--- config.mk ---
export PLATFORM = sky130hd
export DESIGN_NAME = fan_tach_monitor
export DESIGN_NICKNAME = d
export VERILOG_FILES = /design/src/rtl/fan_tach_pkg.sv /design/src/rtl/fan_tick_gen.sv /design/src/rtl/fan_tach_sync.sv /design/src/rtl/fan_period_meter.sv /design/src/rtl/fan_tach_regs.sv /design/src/rtl/fan_tach_monitor.sv
export SDC_FILE = /design/constraint.sdc
export NUM_CORES = 1
export LEC_CHECK = 0
export BUFFER_PORTS_ARGS = -buffer_cell sky130_fd_sc_hd__clkbuf_2
export CAP_MARGIN = 20
export CELL_PAD_IN_SITES_DETAIL_PLACEMENT = 0
export CELL_PAD_IN_SITES_GLOBAL_PLACEMENT = 2
export CORE_MARGIN = 8
export CORE_UTILIZATION = 37
export CTS_CLUSTER_DIAMETER = 100
export DETAILED_ROUTE_END_ITERATION = 16
export GPL_ROUTABILITY_DRIVEN = 0
export HOLD_SLACK_MARGIN = 0.06
export PLACE_DENSITY = 0.73
export SYNTH_ARGS = -nofsm -noshare
export SYNTH_HDL_FRONTEND = slang
export SYNTH_SLANG_ARGS = --single-unit
export TNS_END_PERCENT = 50
--- constraint.sdc ---
create_clock -name clk -period 4 [get_ports clk]
set_clock_uncertainty 0.05 [all_clocks]
set_input_delay 0.4 -clock clk [delete_from_list [all_inputs] [get_ports clk]]
set_output_delay 0.4 -clock clk [all_outputs]
set_load 0.01 [all_outputs]
--- src/rtl/fan_tach_pkg.sv ---
package fan_tach_pkg;

   // state of the shared period meter
   typedef enum logic [1:0] {
      MS_PICK = 2'd0,
      MS_ARM  = 2'd1,
      MS_RUN  = 2'd2
   } meter_state_e;

   // prescale limit (ticks per count minus one) for a 2-bit divisor code
   function automatic logic [2:0] pre_limit(input logic [1:0] code);
      case (code)
         2'd0:    pre_limit = 3'd0;
         2'd1:    pre_limit = 3'd1;
         2'd2:    pre_limit = 3'd3;
         default: pre_limit = 3'd7;
      endcase
   endfunction

endpackage

--- src/rtl/fan_tick_gen.sv ---
module fan_tick_gen #(
   parameter int unsigned TICK_DIV = 1000
) (
   input  logic clk,
   input  logic rst_n,
   output logic tick_o
);

   generate
      if (TICK_DIV <= 1) begin : g_every
         logic tick_q;
         always_ff @(posedge clk or negedge rst_n) begin
            if (!rst_n) tick_q <= 1'b0;
            else        tick_q <= 1'b1;
         end
         assign tick_o = tick_q;
      end else begin : g_div
         localparam int unsigned TW = $clog2(TICK_DIV);
         localparam logic [TW-1:0] LAST = TW'(TICK_DIV - 1);
         logic [TW-1:0] cnt_q;
         always_ff @(posedge clk or negedge rst_n) begin
            if (!rst_n)             cnt_q <= '0;
            else if (cnt_q == LAST) cnt_q <= '0;
            else                    cnt_q <= cnt_q + 1'b1;
         end
         assign tick_o = (cnt_q == LAST);
      end
   endgenerate

endmodule

--- src/rtl/fan_tach_sync.sv ---
module fan_tach_sync #(
   parameter int unsigned NUM_CH      = 8,
   parameter int unsigned SYNC_STAGES = 2
) (
   input  logic              clk,
   input  logic              rst_n,
   input  logic [NUM_CH-1:0] tach_i,
   output logic [NUM_CH-1:0] rise_o
);

   generate
      for (genvar g = 0; g < NUM_CH; g++) begin : g_ch
         logic [SYNC_STAGES-1:0] chain_q;
         logic                   prev_q;
         always_ff @(posedge clk or negedge rst_n) begin
            if (!rst_n) begin
               chain_q <= '0;
               prev_q  <= 1'b0;
            end else begin
               chain_q <= {chain_q[SYNC_STAGES-2:0], tach_i[g]};
               prev_q  <= chain_q[SYNC_STAGES-1];
            end
         end
         assign rise_o[g] = chain_q[SYNC_STAGES-1] & ~prev_q;
      end
   endgenerate

endmodule

--- src/rtl/fan_period_meter.sv ---
module fan_period_meter
   import fan_tach_pkg::*;
#(
   parameter int unsigned NUM_CH  = 8,
   parameter int unsigned COUNT_W = 8,
   localparam int unsigned CH_W   = (NUM_CH > 1) ? $clog2(NUM_CH) : 1
) (
   input  logic                         clk,
   input  logic                         rst_n,
   input  logic                         tick_i,
   input  logic [NUM_CH-1:0]            rise_i,
   input  logic [NUM_CH-1:0]            en_i,
   input  logic [NUM_CH-1:0][1:0]       div_sel_i,
   output logic                         upd_o,
   output logic [CH_W-1:0]              upd_ch_o,
   output logic [COUNT_W-1:0]           upd_val_o
);

   localparam int unsigned FULL = (1 << COUNT_W) - 1;
   localparam logic [COUNT_W-1:0] FULL_V = COUNT_W'(FULL);
   localparam logic [COUNT_W-1:0] NEAR_V = COUNT_W'(FULL - 1);
   localparam logic [CH_W-1:0]    LAST_CH = CH_W'(NUM_CH - 1);

   meter_state_e       state_q;
   logic [CH_W-1:0]    ch_q;
   logic [COUNT_W-1:0] cnt_q;
   logic [2:0]         pre_q;
   logic               seen_q;

   logic               cur_en, cur_rise, step, done;
   logic [2:0]         lim;
   logic [CH_W-1:0]    next_ch;
   logic [COUNT_W-1:0] done_val;

   assign cur_en   = en_i[ch_q];
   assign cur_rise = rise_i[ch_q];
   assign lim      = pre_limit(div_sel_i[ch_q]);
   assign step     = tick_i && (pre_q == lim);
   assign next_ch  = (ch_q == LAST_CH) ? '0 : ch_q + 1'b1;

   // completion of the current channel's measurement
   always_comb begin
      done     = 1'b0;
      done_val = FULL_V;
      if (cur_en) begin
         case (state_q)
            MS_ARM: begin
               if (!cur_rise && step && cnt_q == NEAR_V) done = 1'b1;
            end
            MS_RUN: begin
               if (cur_rise && seen_q) begin
                  done     = 1'b1;
                  done_val = cnt_q;
               end else if (!cur_rise && step && cnt_q == NEAR_V) begin
                  done = 1'b1;
               end
            end
            default: ;
         endcase
      end
   end

   always_ff @(posedge clk or negedge rst_n) begin
      if (!rst_n) begin
         state_q <= MS_PICK;
         ch_q    <= '0;
         cnt_q   <= '0;
         pre_q   <= '0;
         seen_q  <= 1'b0;
      end else begin
         case (state_q)
            MS_PICK: begin
               cnt_q  <= '0;
               pre_q  <= '0;
               seen_q <= 1'b0;
               if (cur_en) state_q <= MS_ARM;
               else        ch_q    <= next_ch;
            end
            MS_ARM: begin
               if (!cur_en || done) begin
                  state_q <= MS_PICK;
                  ch_q    <= next_ch;
               end else if (cur_rise) begin
                  state_q <= MS_RUN;
                  cnt_q   <= '0;
                  pre_q   <= '0;
                  seen_q  <= 1'b0;
               end else if (tick_i) begin
                  pre_q <= step ? 3'd0 : pre_q + 3'd1;
                  if (step) cnt_q <= cnt_q + 1'b1;
               end
            end
            MS_RUN: begin
               if (!cur_en || done) begin
                  state_q <= MS_PICK;
                  ch_q    <= next_ch;
               end else begin
                  if (cur_rise) seen_q <= 1'b1;
                  if (tick_i) begin
                     pre_q <= step ? 3'd0 : pre_q + 3'd1;
                     if (step) cnt_q <= cnt_q + 1'b1;
                  end
               end
            end
            default: begin
               state_q <= MS_PICK;
            end
         endcase
      end
   end

   assign upd_o     = done;
   assign upd_ch_o  = ch_q;
   assign upd_val_o = done_val;

endmodule

--- src/rtl/fan_tach_regs.sv ---
module fan_tach_regs #(
   parameter int unsigned NUM_CH  = 8,
   parameter int unsigned COUNT_W = 8,
   parameter int unsigned ADDR_W  = 5,
   parameter int unsigned DATA_W  = 8,
   localparam int unsigned CH_W   = (NUM_CH > 1) ? $clog2(NUM_CH) : 1
) (
   input  logic                         clk,
   input  logic                         rst_n,
   input  logic                         upd_i,
   input  logic [CH_W-1:0]              upd_ch_i,
   input  logic [COUNT_W-1:0]           upd_val_i,
   input  logic                         wr_en_i,
   input  logic [ADDR_W-1:0]            wr_addr_i,
   input  logic [DATA_W-1:0]            wr_data_i,
   input  logic [ADDR_W-1:0]            rd_addr_i,
   output logic [DATA_W-1:0]            rd_data_o,
   output logic [NUM_CH-1:0][1:0]       div_sel_o,
   output logic [NUM_CH-1:0][COUNT_W-1:0] value_o,
   output logic [NUM_CH-1:0][COUNT_W-1:0] limit_o,
   output logic [NUM_CH-1:0]            status_o
);

   localparam int unsigned LIM_BASE  = NUM_CH;
   localparam int unsigned DIV_BASE  = 2 * NUM_CH;
   localparam int unsigned DIV_REGS  = (NUM_CH + 3) / 4;
   localparam int unsigned STAT_ADDR = DIV_BASE + DIV_REGS;

   generate
      if (STAT_ADDR >= (1 << ADDR_W)) begin : g_bad_addr
         $error("fan_tach_regs: ADDR_W too narrow for the register map");
      end
      if (DATA_W < 8 || DATA_W < NUM_CH || DATA_W < COUNT_W) begin : g_bad_data
         $error("fan_tach_regs: DATA_W too narrow");
      end
   endgenerate

   logic [NUM_CH-1:0][COUNT_W-1:0] value_q, limit_q;
   logic [NUM_CH-1:0][1:0]         div_q;
   logic [NUM_CH-1:0]              status_q, set_m, clr_m;
   logic                           stat_wr;

   assign stat_wr = wr_en_i && (wr_addr_i == ADDR_W'(STAT_ADDR));

   always_comb begin
      set_m = '0;
      if (upd_i && (upd_val_i > limit_q[upd_ch_i])) set_m[upd_ch_i] = 1'b1;
      clr_m = stat_wr ? wr_data_i[NUM_CH-1:0] : '0;
   end

   always_ff @(posedge clk or negedge rst_n) begin
      if (!rst_n) begin
         value_q  <= '0;
         limit_q  <= '1;
         div_q    <= '0;
         status_q <= '0;
      end else begin
         if (upd_i) value_q[upd_ch_i] <= upd_val_i;
         for (int ch = 0; ch < NUM_CH; ch++) begin
            if (wr_en_i && wr_addr_i == ADDR_W'(LIM_BASE + ch))
               limit_q[ch] <= wr_data_i[COUNT_W-1:0];
            if (wr_en_i && wr_addr_i == ADDR_W'(DIV_BASE + ch / 4))
               div_q[ch] <= wr_data_i[2*(ch%4) +: 2];
         end
         status_q <= (status_q & ~clr_m) | set_m;
      end
   end

   always_comb begin
      rd_data_o = '0;
      for (int ch = 0; ch < NUM_CH; ch++) begin
         if (rd_addr_i == ADDR_W'(ch))
            rd_data_o[COUNT_W-1:0] = value_q[ch];
         if (rd_addr_i == ADDR_W'(LIM_BASE + ch))
            rd_data_o[COUNT_W-1:0] = limit_q[ch];
         if (rd_addr_i == ADDR_W'(DIV_BASE + ch / 4))
            rd_data_o[2*(ch%4) +: 2] = div_q[ch];
      end
      if (rd_addr_i == ADDR_W'(STAT_ADDR))
         rd_data_o[NUM_CH-1:0] = status_q;
   end

   assign div_sel_o = div_q;
   assign value_o   = value_q;
   assign limit_o   = limit_q;
   assign status_o  = status_q;

endmodule

--- src/rtl/fan_tach_monitor.sv ---
module fan_tach_monitor #(
   parameter int unsigned NUM_CH      = 8,
   parameter int unsigned COUNT_W     = 8,
   parameter int unsigned TICK_DIV    = 1000,
   parameter int unsigned SYNC_STAGES = 2,
   parameter int unsigned ADDR_W      = 5,
   parameter int unsigned DATA_W      = 8
) (
   input  logic              clk,
   input  logic              rst_n,
   input  logic [NUM_CH-1:0] tach_i,
   input  logic [NUM_CH-1:0] chan_en_i,
   input  logic              wr_en_i,
   input  logic [ADDR_W-1:0] wr_addr_i,
   input  logic [DATA_W-1:0] wr_data_i,
   input  logic [ADDR_W-1:0] rd_addr_i,
   output logic [DATA_W-1:0] rd_data_o
);

   localparam int unsigned CH_W = (NUM_CH > 1) ? $clog2(NUM_CH) : 1;

   generate
      if (NUM_CH < 1 || NUM_CH > 8) begin : g_bad_ch
         $error("fan_tach_monitor: NUM_CH must be 1..8");
      end
      if (SYNC_STAGES < 2) begin : g_bad_sync
         $error("fan_tach_monitor: SYNC_STAGES must be at least 2");
      end
      if (COUNT_W < 2 || COUNT_W > DATA_W) begin : g_bad_cnt
         $error("fan_tach_monitor: COUNT_W out of range");
      end
      if (TICK_DIV < 1) begin : g_bad_tick
         $error("fan_tach_monitor: TICK_DIV must be positive");
      end
   endgenerate

   logic                           tick_w;
   logic [NUM_CH-1:0]              rise_w;
   logic                           upd_w;
   logic [CH_W-1:0]                upd_ch_w;
   logic [COUNT_W-1:0]             upd_val_w;
   logic [NUM_CH-1:0][1:0]         div_sel_w;
   logic [NUM_CH-1:0][COUNT_W-1:0] value_w, limit_w;
   logic [NUM_CH-1:0]              status_w;

   fan_tick_gen #(.TICK_DIV(TICK_DIV)) u_tick (
      .clk    (clk),
      .rst_n  (rst_n),
      .tick_o (tick_w)
   );

   fan_tach_sync #(.NUM_CH(NUM_CH), .SYNC_STAGES(SYNC_STAGES)) u_sync (
      .clk    (clk),
      .rst_n  (rst_n),
      .tach_i (tach_i),
      .rise_o (rise_w)
   );

   fan_period_meter #(.NUM_CH(NUM_CH), .COUNT_W(COUNT_W)) u_meter (
      .clk       (clk),
      .rst_n     (rst_n),
      .tick_i    (tick_w),
      .rise_i    (rise_w),
      .en_i      (chan_en_i),
      .div_sel_i (div_sel_w),
      .upd_o     (upd_w),
      .upd_ch_o  (upd_ch_w),
      .upd_val_o (upd_val_w)
   );

   fan_tach_regs #(
      .NUM_CH(NUM_CH), .COUNT_W(COUNT_W), .ADDR_W(ADDR_W), .DATA_W(DATA_W)
   ) u_regs (
      .clk       (clk),
      .rst_n     (rst_n),
      .upd_i     (upd_w),
      .upd_ch_i  (upd_ch_w),
      .upd_val_i (upd_val_w),
      .wr_en_i   (wr_en_i),
      .wr_addr_i (wr_addr_i),
      .wr_data_i (wr_data_i),
      .rd_addr_i (rd_addr_i),
      .rd_data_o (rd_data_o),
      .div_sel_o (div_sel_w),
      .value_o   (value_w),
      .limit_o   (limit_w),
      .status_o  (status_w)
   );

endmodule

==> results of run 1 <==
layout make-up:
cell class,instances,area (um2)
multi-input cells,722,5210
flip-flops and latches,203,5160
fillers,2829,16000
well taps,384,480
repair buffers,111,767
clock buffers,31,668
inverters,48,180
clock inverters,13,199
routing by layer:
| metal | routed length (um) | track usage, % | up-vias | part of all wire [%] |
|---|---|---|---|---|
| met5 | 11 | 0 | - | 0.028 |
| met4 | 1530 | 7.91 | 2 | 3.9 |
| met3 | 2800 | 3.91 | 82 | 7.2 |
| met2 | 16900 | 33.1 | 378 | 43 |
| met1 | 17600 | 30.6 | 4473 | 45 |
| li1 | - | - | 4020 | - |
synth_stat cells (all sizes together) (3+ instances only):
cell	instances	share of area, %
clkbuf	34	1.2
a2bb2oi	35	2.8
or3	8	0.46
mux2i	24	2.3
o21ai	49	2.3
ha	18	2.1
o31ai	8	0.56
a211oi	15	1.1
a221oi	12	0.97
and2	6	0.35
nor2b	8	0.46
buf	26	1.4
o211ai	3	0.21
a22o	13	1.1
and3	13	0.75
nor3	23	1.1
mux2	86	9.0
a21o	5	0.35
o221ai	5	0.41
o32ai	4	0.32
or3b	3	0.24
a222oi	5	0.46
nand2	78	2.7
xor2	3	0.24
nand3	34	1.6
inv	48	1.7
a22oi	36	2.5
nor2	76	3.2
nor4	4	0.23
nor3b	5	0.45
a2111oi	4	0.32
a21oi	46	2.2
nand2b	7	0.41
and3b	3	0.24
nand4	9	0.52
nand3b	3	0.21
dfrtp	139	32
o22ai	12	0.70
mux4	6	1.3
dfstp	64	16
a31oi	21	1.3
power by group through the flow:
stage / clock [mW] / combinational [mW] / sequential [mW]
3_5_place_dp: 0 / 2.08 / 2.78
3_3_place_gp: 0 / 2.08 / 2.78
6_report: 2.38 / 2.12 / 2.77
2_1_floorplan: 0 / 1.43 / 2.54
4_1_cts: 2.42 / 2.10 / 2.75
5_1_grt: 2.50 / 2.29 / 2.77
final timing paths:
path / end / cells past startpoint
worst min register to register: u_sync.g_ch[6].chain_q[1]$_DFF_PN0_ / 0
worst max-delay path: u_regs.status_o[6]$_DFF_PN0_ / 15
worst min-delay path: u_regs.limit_o[55]$_DFFE_PN1P_ / 3
worst max register to register: u_regs.status_o[6]$_DFF_PN0_ / 15
max in group asynchronous: u_regs.value_o[2]$_DFFE_PN0P_ / 3
min in group asynchronous: u_tick.g_div.cnt_q[5]$_DFF_PN0_ / 2
kinds of logic after synthesis:
| family | after synthesis | synth area share, % |
|---|---|---|
| buf+inv | 108 | 4.22 |
| mux | 116 | 12.5 |
| flops | 203 | 47.8 |
| simple gates | 288 | 13.5 |
| xor+xnor | 5 | 0.406 |
| compound gates | 295 | 19.4 |
| fa+ha+maj | 18 | 2.09 |
sequential cells by signal, summed over array words and instances, names as in the netlist:
| name | flops |
|---|---|
| u_meter.upd_ch_o | 3 |
| u_regs.limit_o | 64 |
| u_regs.div_sel_o | 16 |
| u_sync.g_ch.chain_q | 16 |
| u_sync.g_ch.prev_q | 8 |
| u_meter.seen_q | 1 |
| u_tick.g_div.cnt_q | 10 |
| u_regs.status_o | 8 |
| u_meter.state_q | 2 |
| u_meter.pre_q | 3 |
| u_meter.cnt_q | 8 |
| u_regs.value_o | 64 |
stage by stage:
step | hold slack [ns] | instance area, um2 | util, %
finish | 0.271 | 12700 | 44.1
global route | 0.302 | 12700 | 44.1
CTS | 0.263 | 12700 | 44.1
detailed placement | 0.285 | 11700 | 40.7
global placement | 0.283 | 11700 | 40.7
floorplan | 0.0544 | 10800 | -
worst max-delay path: stages (launching register included):
cell and delay, ns:
dfrtp_1 0.48, o311a_1 0.38, or4_1 0.56, or3_4 0.50, nor2_4 0.11, inv_1 0.05
ha_1 0.30, nor2b_1 0.13, o21ai_0 0.14, nand2b_1 0.08, a21oi_1 0.17, o21ai_0 0.09
o21ai_0 0.15, nor3b_4 0.08, buf_4 0.17, a22o_1 0.23
timing repair:
item / CTS / global route
hold buffers: 9 / 0
gates resized for setup: 0 / 2
setup buffers: 0 / 1
hold endpoints to repair: 85 / 0
setup endpoints to repair: 0 / 8
==> reports/qor.log, run 1 <==
INFO  run_status     outcome=finished, final reports clean
INFO  drt            number_of_remaining_drc_errors=0
INFO  clock_network  cts_sinks=203
INFO  global_routing grt_antenna_before_repair=1
INFO  logic_synthesis post_synth.cell_area_avg=10.4um2
INFO  timing         finalCriticalPeriod=3.78ns
INFO  pwr            sw_frac_of_total=34.7%
INFO  logic_synthesis async_reset_ff_share=100%
INFO  clock_network  reg_clk_slew_reported_paths=0.06ns
INFO  logic_synthesis synth_enable_flop_cells=0
INFO  worst_setup_path crit_required=4.36ns
INFO  timing         timing.final.crit_share=94.6%
INFO  global_routing grt_first_pass_wirelength=58600um
INFO  placement      dp_slack=0.0823ns
INFO  floorplanning  floorplan.rows=62
INFO  layout         antenna-diode-count=0
INFO  pwr            switchingPower=2.52mW
INFO  run            max_cap_viol_count=0
INFO  pwr            p_leak=5.40nW
INFO  drt            detail-route-antenna-nets=0
INFO  layout         layout_commonest_cell=dfrtp_1
INFO  timing         rsz0062_at_grt=false
INFO  layout         commonest_non_fill_non_tap_cells_in_the_layout=dfrtp_1 (137), mux2_2 (86), nand2_1 (78)
INFO  min_path       hold_class=in2reg
INFO  worst_setup_path r2r_setup_slack=0.22ns
INFO  drt            drt_wl_total=38900um
INFO  logic_synthesis synth_sequential_area_ratio=47.8%
INFO  floorplanning  start_util=37.6%
INFO  floorplanning  fp.dieArea=34900um2
INFO  timing         maxClockFrequency=264MHz
INFO  layout         post_route_cells_drive_above_1_share=29.0%
INFO  floorplanning  core_outline_area=28700um2
INFO  worst_setup_path critical_path.endpoint_type=flop
INFO  logic_synthesis synth-warning-count=0
INFO  pwr            vdd_drop_max=512uV
INFO  placement      io_buffers=44
INFO  drt            drt-pass1-iter-count=6
INFO  pwr            pwr-share-comb=29.1%
INFO  drt            vias=8955
INFO  logic_synthesis synth_seq_cells=203
INFO  pwr            power.internal=4.74mW
INFO  clock_network  worst_skew_pair.late_latency=0.52ns
INFO  drt            wl_per_cell=25.7um
INFO  pwr            power.density=573nW/um2
INFO  worst_setup_path worstPathArrival=4.14ns
INFO  pwr            share_seq_of_total_power=38.1%
INFO  timing         max_slew_margin=38.1%
INFO  timing         worst_slew_pin_slew=0.928ns
INFO  floorplanning  die_span_y=187um
INFO  logic_synthesis mappedNetlistNets=1088
INFO  clock_network  clock_tree.buffer_depth=3
INFO  global_routing track_usage=21.8%
INFO  floorplanning  pin_count=45
INFO  drt            drt-vias-per-instance=5.92
INFO  pwr            pwr-share-clk=32.8%
INFO  global_routing final_global_route_overflow_total=0
INFO  worst_setup_path timing.critical_path.from=u_meter.upd_ch_o[1]$_DFFE_PN0P_
INFO  global_routing grt_pass1_vias=9042
INFO  timing         setup_viol=0
INFO  worst_setup_path worstSetupPathType=reg2reg
INFO  logic_synthesis flip_flop_cell_with_the_highest_count_after_synthesis=dfrtp_1
INFO  timing         setup_ws=0.218ns
INFO  layout         instances_no_fill=1512
INFO  min_path       min-delay-start=wr_data_i[7]
INFO  worst_setup_path cp_max_fo=10
INFO  timing         hold_viol=0
INFO  pwr            post-layout-total-power=7.26mW
INFO  floorplanning  chipWidth=187um
INFO  layout         design.final.nets=1165
INFO  clock_network  cts_made_buffers=24
INFO  drt            drt_iter0_drc=928
INFO  logic_synthesis syn-cell-area=10800um2
INFO  placement      hpwlAfterDp=29600um
INFO  placement      numPlacedInstances=1458
INFO  clock_network  ctsHtreeMaxLevel=1
INFO  clock_network  cts_tree=built
INFO  timing         final_max_slew_viols=0
INFO  worst_setup_path critical_path.reg2reg.startpoint=u_meter.upd_ch_o[1]$_DFFE_PN0P_
INFO  timing         final.setup.tns=0ns
INFO  layout         syn2layout_area_growth=17.3%
INFO  global_routing maximum_number_of_pins_on_one_net_before_global_route_repair=115
INFO  logic_synthesis synthCells=1033
INFO  worst_setup_path cp_launch_type=flop
INFO  logic_synthesis yosys.cell_types.count=76
INFO  clock_network  clockRootBuffer=clkbuf_16
Note: power is estimated with default switching activity, not from simulation.
==> inputs of run 2 (changes only) <==
--- a/config.mk
+++ b/config.mk
@@ -9,6 +9,7 @@
 export CAP_MARGIN = 20
 export CELL_PAD_IN_SITES_DETAIL_PLACEMENT = 0
 export CELL_PAD_IN_SITES_GLOBAL_PLACEMENT = 2
+export CORE_ASPECT_RATIO = 1.75
 export CORE_MARGIN = 8
 export CORE_UTILIZATION = 37
 export CTS_CLUSTER_DIAMETER = 100
==> reports/qor.log, run 2 (synthesis gave the netlist of run 1 again) <==
INFO  worst_setup_path cp_launch_type=primary input
INFO  placement      io_buffers=44 [unchanged]
INFO  drt            drt-vias-per-instance=6.07 [+2.5%]
INFO  drt            number_of_remaining_drc_errors=0 [unchanged]
INFO  layout         instances_no_fill=1507 [-0.33%]
INFO  run_status     outcome=finished, final reports clean
INFO  placement      numPlacedInstances=1461 [+0.21%]
INFO  floorplanning  pin_count=45 [unchanged]
INFO  min_path       min-delay-start=wr_addr_i[2]
INFO  worst_setup_path worstPathArrival=3.34ns [-0.80 ns]
INFO  global_routing grt_most_used_layer=met2
INFO  global_routing grt_antenna_before_repair=0 [-1]
INFO  timing         fin_worst_hold_slack=0.252ns [-0.0188 ns]
INFO  layout         post_route_cells_drive_above_1_share=28.7% [-0.28 points]
INFO  worst_setup_path r2r_setup_slack=0.22ns [about the same]
INFO  clock_network  clockRootBuffer=clkbuf_16
INFO  clock_network  reg_clk_slew_reported_paths=0.06ns [about the same]
INFO  timing         maxClockFrequency=264MHz [-0.34%]
INFO  floorplanning  die_span_y=242um [+30%]
INFO  timing         final.setup.tns=0ns [unchanged]
INFO  worst_setup_path critical_path.endpoint_type=output port
INFO  floorplanning  chipWidth=145um [-22%]
INFO  timing         timing.final.crit_share=94.9% [+0.32 points]
INFO  layout         fin_util=43.0% [-1.1 points]
INFO  drt            vias=9148 [+2.2%]
INFO  min_path       hold_class=in2reg
INFO  drt            drt-pass1-iter-count=5 [-1]
INFO  min_path       worst_hold_path.num_cells=3 [unchanged]
INFO  global_routing grt_first_pass_wirelength=65000um [+11%]
INFO  worst_setup_path crit_required=3.55ns [-0.81 ns]
INFO  global_routing globalRouteMet2Util=44.1% [+11 points]
INFO  timing         setup_viol=0 [unchanged]
INFO  layout         syn2layout_area_growth=15.9%
INFO  drt            drt_iter0_drc=778 [-16%]
INFO  drt            drt_wl_total=44000um [+13%]
INFO  global_routing met3_resource_use_gr=2.66% [-1.3 points]
INFO  worst_setup_path cp_max_fo=17 [+7]
INFO  layout         design.final.nets=1166 [+0.086%]
INFO  timing         max_slew_margin=38.8% [+0.69 points]
INFO  global_routing final_global_route_overflow_total=0 [unchanged]
INFO  timing         worst_slew_pin_slew=0.915ns [-0.0138 ns]
INFO  pwr            post-layout-total-power=6.91mW [-4.8%]
INFO  clock_network  cts_sinks=203 [unchanged]
INFO  floorplanning  core_outline_area=29100um2 [+1.3%]
INFO  clock_network  worst_skew_pair.late_latency=0.52ns [about the same]
INFO  floorplanning  floorplan.rows=83 [+34%]
INFO  worst_setup_path worst_r2r_path_depth=11 [-4]
INFO  placement      hpwlAfterDp=33200um [+12%]
INFO  drt            wl_per_cell=29.2um [+14%]
INFO  clock_network  cts_tree=built
INFO  layout         antenna-diode-count=0 [unchanged]
INFO  global_routing track_usage=24.9% [+3.1 points]
INFO  floorplanning  start_util=37.1% [-0.49 points]
INFO  layout         commonest_non_fill_non_tap_cells_in_the_layout=dfrtp_1 (139), mux2_2 (86), nand2_1 (78)
INFO  drt            detail-route-antenna-nets=0 [unchanged]
INFO  pwr            power.density=553nW/um2 [-3.6%]
INFO  floorplanning  fp.dieArea=35100um2 [+0.62%]
INFO  clock_network  clock_tree.buffer_depth=3 [unchanged]
INFO  timing         rsz0062_at_grt=false
INFO  pwr            p_leak=5.33nW [-1.3%]
INFO  worst_setup_path worstSetupPathType=in2out
INFO  timing         finalCriticalPeriod=3.79ns [+0.0128 ns]
INFO  timing         hold_viol=0 [unchanged]
INFO  min_path       hold-path-endpoint=u_regs.limit_o[24]$_DFFE_PN1P_
INFO  run            max_cap_viol_count=0 [unchanged]
INFO  timing         final_max_slew_viols=0 [unchanged]
INFO  pwr            vdd_drop_max=425uV [-17%]
INFO  clock_network  ctsHtreeMaxLevel=1 [unchanged]
INFO  layout         layout_commonest_cell=dfrtp_1
INFO  global_routing grt_pass1_vias=9431 [+4.3%]
INFO  worst_setup_path reg2reg_to=u_regs.value_o[5]$_DFFE_PN0P_
INFO  clock_network  post-cts-setup-buffer-count=0 [unchanged]
INFO  worst_setup_path critical_path.reg2reg.startpoint=u_meter.upd_ch_o[1]$_DFFE_PN0P_
INFO  global_routing maximum_number_of_pins_on_one_net_before_global_route_repair=74 [-36%]
INFO  global_routing gr-usage-met1=27.0% [-3.6 points]
INFO  clock_network  cts_made_buffers=21 [-13%]
[run 2: changes by cell type in the layout (fill, tap and decap cells not counted), moves of 2 or more]
| cell | previous run | this run |
|---|---|---|
| clkinv_2 | 5 | 2 |
| clkbuf_1 | 4 | 2 |
| clkbuf_16 | 25 | 21 |
| clkinv_4 | 0 | 2 |
| clkbuf_8 | 3 | 5 |
| bufinv_16 | 5 | 1 |
| buf_4 | 57 | 61 |
| dfrtp_2 | 2 | 0 |
| dfrtp_1 | 137 | 139 |
[run 2: worst max-delay path by stage]
stage | start | to | slack [ns]
after floorplan | u_meter.upd_ch_o[1]$_DFFE_PN0P_ | u_regs.status_o[6]$_DFF_PN0_ | 0.24
after global placement | u_meter.upd_ch_o[1]$_DFFE_PN0P_ | u_regs.status_o[3]$_DFF_PN0_ | 0.23
after detailed placement | u_meter.upd_ch_o[1]$_DFFE_PN0P_ | u_regs.status_o[4]$_DFF_PN0_ | 0.21
after CTS | u_meter.upd_ch_o[1]$_DFFE_PN0P_ | u_regs.status_o[2]$_DFF_PN0_ | 0.20
after global routing | u_meter.upd_ch_o[1]$_DFFE_PN0P_ | u_regs.value_o[7]$_DFFE_PN0P_ | 0.06
final | rd_addr_i[1] | rd_data_o[3] | 0.21
[run 2: through the flow]
stage	instance area, um2	setup slack [ns]
6_report	12500	0.205
5_1_grt	12500	0.0606
4_1_cts	12500	0.204
3_5_place_dp	11700	0.208
3_3_place_gp	11700	0.229
2_1_floorplan	10800	0.238
[run 2: area by class of cell]
| type | count | area (um2) |
|---|---|---|
| timing repair buffer | 115 | 797 |
| clock buffer | 27 | 588 |
| fill | 2903 | 16600 |
| sequential | 203 | 5160 |
| inverter | 48 | 180 |
| tap | 382 | 478 |
| multi-input combinational | 722 | 5210 |
| clock inverter | 10 | 93.8 |
[run 2: routing by layer]
layer / wire length, um / part of all wire [%]
met5: 0 / 0
met4: 3660 / 8.3
met3: 1790 / 4.1
met2: 22600 / 51
met1: 16000 / 36
[run 2: power by group]
part	internal (mW)	total [mW]	switching, mW
logic	0.852	2.17	1.31
registers	2.39	2.76	0.371
clock network	1.11	1.98	0.869
[run 2: worst max-delay path, cell delays in order]
cell      delay [ns]
clkbuf_2        0.32
or3b_2          0.62
nor2_1          0.13
buf_4           0.18
nand3_1         0.08
o21ai_0         0.30
a21oi_1         0.12
a21oi_1         0.68
o22ai_1         0.18
nand2_1         0.17
clkbuf_2        0.16
[run 2: repair_timing]
item	CTS	global route
hold endpoints to repair	52	0
endpoints found under the setup margin	0	2
gates resized for setup	0	1
hold buffers	9	0
==> inputs of run 3 (changes only) <==
--- a/config.mk
+++ b/config.mk
@@ -11,12 +11,12 @@
 export CELL_PAD_IN_SITES_GLOBAL_PLACEMENT = 2
 export CORE_ASPECT_RATIO = 1.75
 export CORE_MARGIN = 8
-export CORE_UTILIZATION = 37
+export CORE_UTILIZATION = 39
+export CTS_BUF_LIST = sky130_fd_sc_hd__clkbuf_2
 export CTS_CLUSTER_DIAMETER = 100
 export DETAILED_ROUTE_END_ITERATION = 16
 export GPL_ROUTABILITY_DRIVEN = 0
-export HOLD_SLACK_MARGIN = 0.06
-export PLACE_DENSITY = 0.73
+export PLACE_DENSITY = 0.76
 export SYNTH_ARGS = -nofsm -noshare
 export SYNTH_HDL_FRONTEND = slang
 export SYNTH_SLANG_ARGS = --single-unit
==> reports/qor.log, run 3 (synthesis gave the netlist of run 1 again) <==
INFO  timing         final_max_slew_viols=0 [unchanged]
INFO  worst_setup_path critical_path.cell_chain=buf_4 > mux4_1 > mux2i_2 > and2_1 > mux2i_1 > a31oi_2 > a31o_2 > nand3_1 > a22oi_1
INFO  floorplanning  pin_count=45 [unchanged]
INFO  timing         worst_slew_pin_slew=0.935ns [+0.0209 ns]
INFO  floorplanning  start_util=39.6% [+2.5 points]
INFO  drt            drt-pass1-iter-count=6 [+1]
INFO  floorplanning  floorplan.rows=80 [-3.6%]
INFO  global_routing track_usage=26.2% [+1.3 points]
INFO  global_routing gr-usage-met1=26.5% [-0.46 points]
INFO  min_path       hold_class=in2reg
INFO  layout         fin_util=45.2% [+2.2 points]
INFO  clock_network  worst_skew_pair.late_latency=0.87ns [+0.35 ns]
INFO  layout         design.final.nets=1195 [+2.5%]
INFO  placement      io_buffers=44 [unchanged]
INFO  floorplanning  fp.dieArea=33500um2 [-4.7%]
INFO  timing         timing.final.crit_share=94.1% [-0.80 points]
INFO  run            max_cap_viol_count=0 [unchanged]
INFO  global_routing grt_first_pass_wirelength=63900um [-1.7%]
INFO  global_routing globalRouteMet2Util=44.6% [+0.49 points]
INFO  run_status     outcome=finished, final reports clean
INFO  clock_network  post-cts-setup-buffer-count=0 [unchanged]
INFO  timing         max_slew_margin=37.4% [-1.4 points]
INFO  clock_network  clock_tree.buffer_depth=3 [unchanged]
INFO  worst_setup_path critPathMaxStageDelay=0.63ns [-0.05 ns]
INFO  global_routing met3_resource_use_gr=5.26% [+2.6 points]
INFO  drt            drt_iter0_drc=759 [-2.4%]
INFO  global_routing grt_most_used_layer=met2
INFO  worst_setup_path worst_path_dominant_cell_family=multiplexers
INFO  worst_setup_path worstPathArrival=4.48ns [+1.14 ns]
INFO  worst_setup_path cp_launch_type=flop
INFO  placement      hpwlAfterDp=32300um [-2.7%]
INFO  layout         syn2layout_area_growth=14.1%
INFO  clock_network  cts_tree=built
INFO  worst_setup_path crit_required=4.72ns [+1.17 ns]
INFO  pwr            power.density=511nW/um2 [-7.6%]
INFO  drt            number_of_remaining_drc_errors=0 [unchanged]
INFO  layout         finalInstanceArea=12300um2 [-1.5%]
INFO  drt            vias=9422 [+3.0%]
INFO  floorplanning  chipWidth=142um [-2.3%]
INFO  drt            detail-route-antenna-nets=0 [unchanged]
INFO  floorplanning  core_outline_area=27200um2 [-6.4%]
INFO  worst_setup_path critical_path.n_buffers_inverters=1 [-2]
INFO  drt            drt-vias-per-instance=6.08 [+0.14%]
INFO  drt            drt_wl_total=43300um [-1.6%]
INFO  timing         setup_viol=0 [unchanged]
INFO  clock_network  cts_sinks=203 [unchanged]
INFO  floorplanning  die_span_y=236um [-2.4%]
INFO  clock_network  clockRootBuffer=clkbuf_2
INFO  worst_setup_path worstSetupPathType=reg2reg
INFO  timing         rsz0062_at_grt=false
INFO  timing         maxClockFrequency=266MHz [+0.85%]
INFO  worst_setup_path cp_slowest_cell=mux4_1
INFO  clock_network  reg_clk_slew_reported_paths=0.12ns [+0.06 ns]
INFO  global_routing grt_antenna_before_repair=1 [+1]
INFO  pwr            vdd_drop_max=408uV [-3.9%]
INFO  worst_setup_path critical_path.endpoint_type=flop
INFO  drt            wl_per_cell=27.9um [-4.3%]
INFO  global_routing final_global_route_overflow_total=0 [unchanged]
INFO  timing         final.setup.tns=0ns [unchanged]
INFO  global_routing grt_pass1_vias=9622 [+2.0%]
INFO  placement      placed_cell_area=11700um2 [-0.60%]
INFO  layout         layout_commonest_cell=dfrtp_1
INFO  worst_setup_path cp_max_fo=24 [+7]
INFO  timing         finalCriticalPeriod=3.76ns [-0.0319 ns]
INFO  layout         post_route_cells_drive_above_1_share=30.4% [+1.7 points]
INFO  pwr            p_leak=5.35nW [+0.35%]
INFO  timing         hold_viol=0 [unchanged]
INFO  layout         commonest_non_fill_non_tap_cells_in_the_layout=dfrtp_1 (138), clkbuf_2 (114), mux2_2 (86)
INFO  clock_network  ctsHtreeMaxLevel=2 [+1]
INFO  global_routing maximum_number_of_pins_on_one_net_before_global_route_repair=102 [+38%]
INFO  clock_network  cts_made_buffers=49 [+130%]
==> run 3: worst paths after layout <==
path / from / endpoint / slack (ns) / cells after the start
max: u_meter.upd_ch_o[1]$_DFFE_PN0P_ / u_regs.value_o[4]$_DFFE_PN0P_ / 0.24 / 9
min: wr_addr_i[2] / u_regs.limit_o[28]$_DFFE_PN1P_ / 0.1 / 4
max reg2reg: u_meter.upd_ch_o[1]$_DFFE_PN0P_ / u_regs.value_o[4]$_DFFE_PN0P_ / 0.24 / 9
min reg2reg: u_sync.g_ch[5].chain_q[0]$_DFF_PN0_ / u_sync.g_ch[5].chain_q[1]$_DFF_PN0_ / 0.30 / 0
max in group asynchronous: rst_n / u_regs.limit_o[57]$_DFFE_PN1P_ / 2.84 / 3
min in group asynchronous: rst_n / u_regs.value_o[16]$_DFFE_PN0P_ / 0.12 / 2
==> run 3: routing by layer <==
metal  vias up  part of all wire [%]
li1       4109                     -
met1      4656                    34
met2       455                    49
met3       202                   5.9
met4         0                    10
met5         -                     0
==> run 3: repair_timing <==
action                                 4_1_cts  5_1_grt
resized for setup                            0        2
endpoints found under the hold margin      162        0
hold buffers                                19        0
setup endpoints to repair                    0        9
==> run 3: area by class of cell <==
cell class                 count  area [um2]
sequential                   203        5160
clock buffer                  71         355
tap                          369         462
antenna                        1        2.50
fill                        2720       14900
timing repair buffer         116         842
clock inverter                20         109
multi-input combinational    722        5210
inverter                      48         180
==> run 3: report_power, final <==
part	total (mW)	internal, mW	switching [mW]
Clock	1.44	0.547	0.890
Sequential	2.73	2.39	0.337
Combinational	2.13	0.824	1.30
Total	6.29	3.76	2.53
==> run 3: worst reg2reg max path: stages (launching register included) <==
cell	delay (ns)
dfrtp_1	0.51
buf_4	0.36
mux4_1	0.64
mux2i_2	0.49
and2_1	0.21
mux2i_1	0.07
a31oi_2	0.17
a31o_2	0.49
nand3_1	0.44
a22oi_1	0.26
==> run 3: per-stage QoR <==
step	power [mW]	setup slack (ns)	cells	hold WS (ns)
after floorplan	3.97	0.238	1033	0.0544
after global placement	4.84	0.218	1439	0.282
after detailed placement	4.85	0.141	1439	0.285
after CTS	6.33	0.133	1549	0.00526
after global routing	6.62	0.0216	1550	0.0594
final	6.29	0.237	1550	0.0982
